`src/rtl/hppi_pkg.sv`:
```
package hppi_pkg;

    localparam int PRIO_W    = 8;
    localparam int ID_W      = 10;
    localparam int FIRST_SPI = 32;

    localparam logic [PRIO_W-1:0] IDLE_PRIO = 8'hFF;
    localparam logic [ID_W-1:0]   NO_ID     = 10'd1023;

    typedef struct packed {
        logic [ID_W-1:0]   id;
        logic [PRIO_W-1:0] prio;
        logic              grp;
    } best_t;

    localparam best_t EMPTY_ENTRY = '{id: NO_ID, prio: IDLE_PRIO, grp: 1'b0};

    typedef enum logic {
        ST_IDLE = 1'b0,
        ST_SCAN = 1'b1
    } scan_state_e;

endpackage

```
`src/rtl/hppi_change_det.sv`:
```
module hppi_change_det #(
    parameter int W = 8
) (
    input  logic         clk_i,
    input  logic         rst_ni,
    input  logic [W-1:0] vec_i,
    output logic         changed_o
);

    logic [W-1:0] snap_d, snap_q;

    always_comb begin
        snap_d = vec_i;
    end

    always_ff @(posedge clk_i or negedge rst_ni) begin
        if (!rst_ni) begin
            snap_q <= '0;
        end else begin
            snap_q <= snap_d;
        end
    end

    assign changed_o = (vec_i != snap_q);

endmodule

```
`src/rtl/hppi_line_sel.sv`:
```
module hppi_line_sel
    import hppi_pkg::*;
#(
    parameter int NUM_LINES = 64,
    parameter int NUM_TGT   = 4,
    parameter int RT_W      = 3,
    parameter int IDX_W     = $clog2(NUM_LINES)
) (
    input  logic [IDX_W-1:0]          idx_i,
    input  logic [NUM_LINES-1:0]      pend_i,
    input  logic [NUM_LINES-1:0]      enab_i,
    input  logic [NUM_LINES-1:0]      actv_i,
    input  logic [NUM_LINES-1:0]      grp_i,
    input  logic [NUM_LINES*PRIO_W-1:0] prio_i,
    input  logic [NUM_LINES*RT_W-1:0] route_i,
    input  logic [1:0]                grp_en_i,
    output logic                      hit_o,
    output logic [PRIO_W-1:0]         prio_o,
    output logic                      grp_o,
    output logic [RT_W-1:0]           tgt_o
);

    localparam logic [RT_W:0] TGT_LIM = (RT_W+1)'(NUM_TGT);

    logic routable;
    logic group_on;

    always_comb begin
        tgt_o    = route_i[int'(idx_i)*RT_W +: RT_W];
        prio_o   = prio_i[int'(idx_i)*PRIO_W +: PRIO_W];
        grp_o    = grp_i[idx_i];
        routable = ({1'b0, tgt_o} < TGT_LIM);
        group_on = grp_en_i[grp_o];
        hit_o    = pend_i[idx_i] & enab_i[idx_i] & ~actv_i[idx_i]
                 & group_on & routable;
    end

endmodule

```
`src/rtl/hppi_scanner.sv`:
```
module hppi_scanner
    import hppi_pkg::*;
#(
    parameter int NUM_LINES = 64,
    parameter int NUM_TGT   = 4,
    parameter int RT_W      = 3
) (
    input  logic                        clk_i,
    input  logic                        rst_ni,
    input  logic                        scan_start_i,
    input  logic [NUM_LINES-1:0]        pend_i,
    input  logic [NUM_LINES-1:0]        enab_i,
    input  logic [NUM_LINES-1:0]        actv_i,
    input  logic [NUM_LINES-1:0]        grp_i,
    input  logic [NUM_LINES*PRIO_W-1:0] prio_i,
    input  logic [NUM_LINES*RT_W-1:0]   route_i,
    input  logic [1:0]                  grp_en_i,
    output logic                        done_o,
    output logic [NUM_TGT*ID_W-1:0]     best_id_o,
    output logic [NUM_TGT*PRIO_W-1:0]   best_prio_o,
    output logic [NUM_TGT-1:0]          best_grp_o
);

    localparam int IDX_W  = $clog2(NUM_LINES);
    localparam int SNAP_W = NUM_LINES * (4 + PRIO_W + RT_W) + 2;
    localparam logic [IDX_W-1:0] FIRST_IDX = IDX_W'(FIRST_SPI);
    localparam logic [IDX_W-1:0] LAST_IDX  = IDX_W'(NUM_LINES - 1);

    typedef struct packed {
        scan_state_e              st;
        logic [IDX_W-1:0]         cur;
        best_t [NUM_TGT-1:0]      work;
        best_t [NUM_TGT-1:0]      res;
        logic                     done;
    } ctl_t;

    ctl_t d, q;

    logic              inputs_changed;
    logic              restart;
    logic              cand_hit;
    logic [PRIO_W-1:0] cand_prio;
    logic              cand_grp;
    logic [RT_W-1:0]   cand_tgt;
    best_t [NUM_TGT-1:0] merged;

    hppi_change_det #(
        .W (SNAP_W)
    ) u_change (
        .clk_i     (clk_i),
        .rst_ni    (rst_ni),
        .vec_i     ({pend_i, enab_i, actv_i, grp_i, prio_i, route_i, grp_en_i}),
        .changed_o (inputs_changed)
    );

    hppi_line_sel #(
        .NUM_LINES (NUM_LINES),
        .NUM_TGT   (NUM_TGT),
        .RT_W      (RT_W),
        .IDX_W     (IDX_W)
    ) u_sel (
        .idx_i    (q.cur),
        .pend_i   (pend_i),
        .enab_i   (enab_i),
        .actv_i   (actv_i),
        .grp_i    (grp_i),
        .prio_i   (prio_i),
        .route_i  (route_i),
        .grp_en_i (grp_en_i),
        .hit_o    (cand_hit),
        .prio_o   (cand_prio),
        .grp_o    (cand_grp),
        .tgt_o    (cand_tgt)
    );

    assign restart = scan_start_i | inputs_changed;

    always_comb begin
        d      = q;
        d.done = 1'b0;
        merged = q.work;

        for (int t = 0; t < NUM_TGT; t++) begin
            if (cand_hit && (cand_tgt == RT_W'(t))) begin
                if ((cand_prio < q.work[t].prio) ||
                    ((cand_prio == q.work[t].prio) && (ID_W'(q.cur) < q.work[t].id))) begin
                    merged[t] = '{id: ID_W'(q.cur), prio: cand_prio, grp: cand_grp};
                end
            end
        end

        if (restart) begin
            d.st  = ST_SCAN;
            d.cur = FIRST_IDX;
            for (int t = 0; t < NUM_TGT; t++) begin
                d.work[t] = EMPTY_ENTRY;
            end
        end else if (q.st == ST_SCAN) begin
            d.work = merged;
            if (q.cur == LAST_IDX) begin
                d.res  = merged;
                d.done = 1'b1;
                d.st   = ST_IDLE;
            end else begin
                d.cur = q.cur + 1'b1;
            end
        end
    end

    always_ff @(posedge clk_i or negedge rst_ni) begin
        if (!rst_ni) begin
            q.st   <= ST_IDLE;
            q.cur  <= FIRST_IDX;
            q.done <= 1'b0;
            for (int t = 0; t < NUM_TGT; t++) begin
                q.work[t] <= EMPTY_ENTRY;
                q.res[t]  <= EMPTY_ENTRY;
            end
        end else begin
            q <= d;
        end
    end

    assign done_o = q.done;

    for (genvar t = 0; t < NUM_TGT; t++) begin : g_out
        assign best_id_o[t*ID_W +: ID_W]       = q.res[t].id;
        assign best_prio_o[t*PRIO_W +: PRIO_W] = q.res[t].prio;
        assign best_grp_o[t]                   = q.res[t].grp;
    end

endmodule

```
`config.mk`:
```
export PLATFORM = sky130hd
export DESIGN_NAME = hppi_scanner
export DESIGN_NICKNAME = d
export VERILOG_FILES = /design/src/rtl/hppi_pkg.sv /design/src/rtl/hppi_change_det.sv /design/src/rtl/hppi_line_sel.sv /design/src/rtl/hppi_scanner.sv
export SDC_FILE = /design/constraint.sdc
export NUM_CORES = 2
export LEC_CHECK = 0
export BUFFER_PORTS_ARGS = -buffer_cell sky130_fd_sc_hd__buf_4
export CAP_MARGIN = 0
export CORE_AREA = 2 2 407 409
export DETAILED_ROUTE_END_ITERATION = 8
export DIE_AREA = 0 0 409 411
export GPL_TIMING_DRIVEN = 0
export PLACE_DENSITY = 0.54
export RECOVER_POWER = 100
export SYNTH_ARGS = -nofsm -noshare
export SYNTH_HDL_FRONTEND = slang
export SYNTH_SLANG_ARGS = --single-unit
```
`constraint.sdc`:
```
create_clock -name clk_i -period 8.6 [get_ports clk_i]
set_input_delay 0.86 -clock clk_i [delete_from_list [all_inputs] [get_ports clk_i]]
set_output_delay 0.86 -clock clk_i [all_outputs]
set_load 0.03 [all_outputs]
```
==> reports/qor.yml <==
sta:
  finClkSkew_ns: 0.0372
  worst_pin_slew_ns: 6.39
  fmax_mhz: 116
  fin_crit_sh_pct: 101
  maxSlewViolCount: 299
  hold_viol: 0
  period_needed_ns: 8.65
  finalHoldWorstSlack_ns: 0.176
  finalSetupViolCount: 12
  rsz0062_at_grt: "no"
  relSlewSlack_pct: -326
  worst_slack_ns: -0.0544
logic_synthesis:
  syn_nets: 5383
  synth_area_um2: 54000
  synth_top_area_share_pct: 45.3
  yosysWarnings: 0
  synth.most_common_cell: "dfrtp_1"
  syn_inst: 4365
  syn_area_per_cell_um2: 12.4
  synth.distinct_cells: 79
  seq_area_frac_synth_pct: 52.3
  ys.flop_type: "dfrtp_1"
  synth-async-reset-ratio_pct: 100
  yosys-top-cells-area: "dfrtp_1 45%, mux4_2 10%, dfstp_2 7.1%, nor2b_1 4.8%, xor2_1 3.9%"
  synth-edff-count: 0
  synth_top_cell_by_area: "dfrtp_1"
  synth_common_cells: "977 x dfrtp_1, 415 x inv_1, 415 x nor2b_1, 245 x nand2b_1, 242 x xor2_1"
  postSynthRegisterBits: 1122
detailed_routing:
  post_drt_wl_per_cell_um: 54.9
  drt_wl_total_mm: 440
  firstDrtPassIters: 5
  vias: 50300
  ant_nets: 0
  drc: 0
  via_per_inst: 6.28
  drtIter0Drc: 7872
outcome:
  violations: "max-capacitance violations, max-slew violations, negative setup slack"
  status: "finished, violations left"
floorplanning:
  fp.dieW_um: 409
  die_y_um: 411
  core_area_um2: 164000
  rows: 149
  io_pins: 1042
  die_area_um2: 168000
  initial_utilization_pct: 33.0
run:
  drv_cap: 9
clocking:
  cts_tree: "built"
  clkTransAtPathRegs_ns: 0.06
  clock_sinks: 1122
  hold_buffers: 0
  cts-buffers-inserted: 138
  root_buffer: "clkbuf_16"
  cts_buffer_depth: 3
  clock_latency_ns: 0.82
  cts_max_level: 4
cells_and_area:
  fillCellCount: 16600
  final_cells: 8007
  fin_nets: 6604
  final_util_pct: 40.6
  synthToLayoutAreaGrowth_pct: 23.1
  regArea_um2: 28300
  layout-drive-gt1-share_pct: 14.8
  multi_input_area_um2: 23000
setup_path:
  crit_type: "flop to flop"
  critPathLaunchType: "flop"
  cp_max_fo: 19
  cp_data_required_time_ns: 9.30
  crit_arrival_ns: 9.36
  crit_path_end_kind: "flop"
grt:
  grt_max_degree: 170
  grt_util_all_layers_pct: 51.2
  globalRouteOverflowTotal: 0
  grt_pass1_vias: 47000
  grt_pass1_wl_mm: 537
  antenna_found_initial: 192
power_and_ir_drop:
  swShare_pct: 31.0
  ir_worst_vdd_uv: 220
  seqPwrFrac_pct: 40.4
  internal_power_w: 0.00963
  power.density_nw_per_um2: 210
  power_leakage_nw: 27.0
  switching_power_w: 0.00433
  p_clk_share_pct: 45.3
  p_comb_share_pct: 14.3
place:
  place.gp.congestion: 1.10
  io_buffers: 1041
  hpwl_mm: 375
  dpl.cell_count: 7631
min_path:
  hold_class: "input pin to flop"
-- worst paths after layout --
check	startpoint	endpoint	slack, ns	depth (start not counted)
min reg2reg	best_id_o[9]	best_id_o[9]	0.47	2
max in group asynchronous	rst_ni	u_change.snap_q[557]	1.60	4
min	grp_i[45]	u_change.snap_q[751]	0.18	1
max	q[154]	q[132]	-0.05	21
max reg2reg	q[154]	q[132]	-0.05	21
min in group asynchronous	rst_ni	u_change.snap_q[700]	2.42	1
-- critical path: stages (launching register included) --
cell	delay, ns
dfrtp_1	0.62
buf_2	0.52
buf_6	0.40
buf_4	0.33
buf_4	0.46
buf_2	0.28
buf_2	0.53
clkbuf_4	0.61
mux4_2	0.39
mux4_2	0.54
mux4_2	0.85
ha_1	0.46
nor2b_1	0.13
o21ai_0	0.15
nand2b_1	0.07
a21oi_1	0.14
o21ai_0	0.16
a31oi_1	0.34
o21ai_1	0.25
nor3_2	0.64
clkbuf_2	0.40
o21ai_0	0.12
-- metrics by stage --
step | area, um^2 | power, W | setup TNS (ns) | setup WS, ns
2_1_floorplan | 54000 | 0.00620 | 0 | 2.78
3_3_place_gp | 64600 | 0.00776 | -8180.58 | -7.94
3_5_place_dp | 65200 | 0.00780 | -128.93 | -1.20
4_1_cts | 70100 | 0.0140 | 0 | 0.0620
5_1_grt | 66200 | 0.0141 | 0 | 0.00889
6_report | 66500 | 0.0140 | -0.292 | -0.0544
-- cell type report --
class / count / area share [%]
well taps: 2189 / 4.12
inverters: 420 / 2.38
plain buffers: 218 / 1.95
diodes: 120 / 0.452
clock buffers: 200 / 6.01
repair buffers: 1084 / 6.73
clock inverters: 52 / 1.20
multi-input cells: 2602 / 34.7
flip-flops and latches: 1122 / 42.5
-- power by group through the flow --
stage	registers, W	logic, W	clock network, W
after CTS	0.00562	0.00209	0.00631
after detailed placement	0.00572	0.00208	0
after floorplan	0.00569	0.000516	0
after global routing	0.00565	0.00194	0.00651
after global placement	0.00572	0.00205	0
final	0.00563	0.00200	0.00632
-- logic make-up after synthesis --
group                      share of synthesized area, %
adders and majority gates                          1.23
and+or+nand+nor                                    12.6
AOI/OAI and AO/OA                                  10.9
buffers and inverters                              5.26
DFF                                                52.3
xor gates and xnor gates                           6.49
muxes                                              11.2
-- flip-flops by register name, summed over array words and instances (netlist names) --
| name | flops |
|---|---|
| best_id_o | 40 |
| done_o | 1 |
| best_prio_o | 32 |
| best_grp_o | 4 |
| u_change.snap_q | 962 |
| q | 83 |
-- metal layers --
layer  track usage, %  vias to the layer above  wire length, um
met5                0                        -              470
li1                 -                    18500                -
met3             15.7                     1304            48200
met1             61.3                    26100           158000
met2             74.5                     4308           183000
met4             45.3                       70            49400
-- what timing repair did --
action	CTS	global route
pin swaps	4	0
resized for setup	8	7
hold endpoints to repair	0	0
setup endpoints to repair	152	46
setup buffers	6	0
-- cell usage in the layout, fill, tap and decap left out, types with 51 or more instances in the layout --
cell       netlist  layout
o2111ai_1       79      79
diode_2          0     120
nor2b_1        415     414
nand2_1         71      71
inv_1          415     414
xnor2_1        158     156
clkbuf_16        0     139
dfstp_2        145     135
nand2b_1       245     245
buf_2           46      51
o22ai_1        102     102
buf_4           81     105
o21ai_0         79      79
mux4_2         239     239
ha_1            53      53
nand4_1         95      95
a2111o_1        79      79
nor4_1         135     126
dfrtp_1        977     977
xor2_1         242     242
a21oi_1         54      54
clkbuf_1        72    1125
Power figures use the tool's default switching activity.
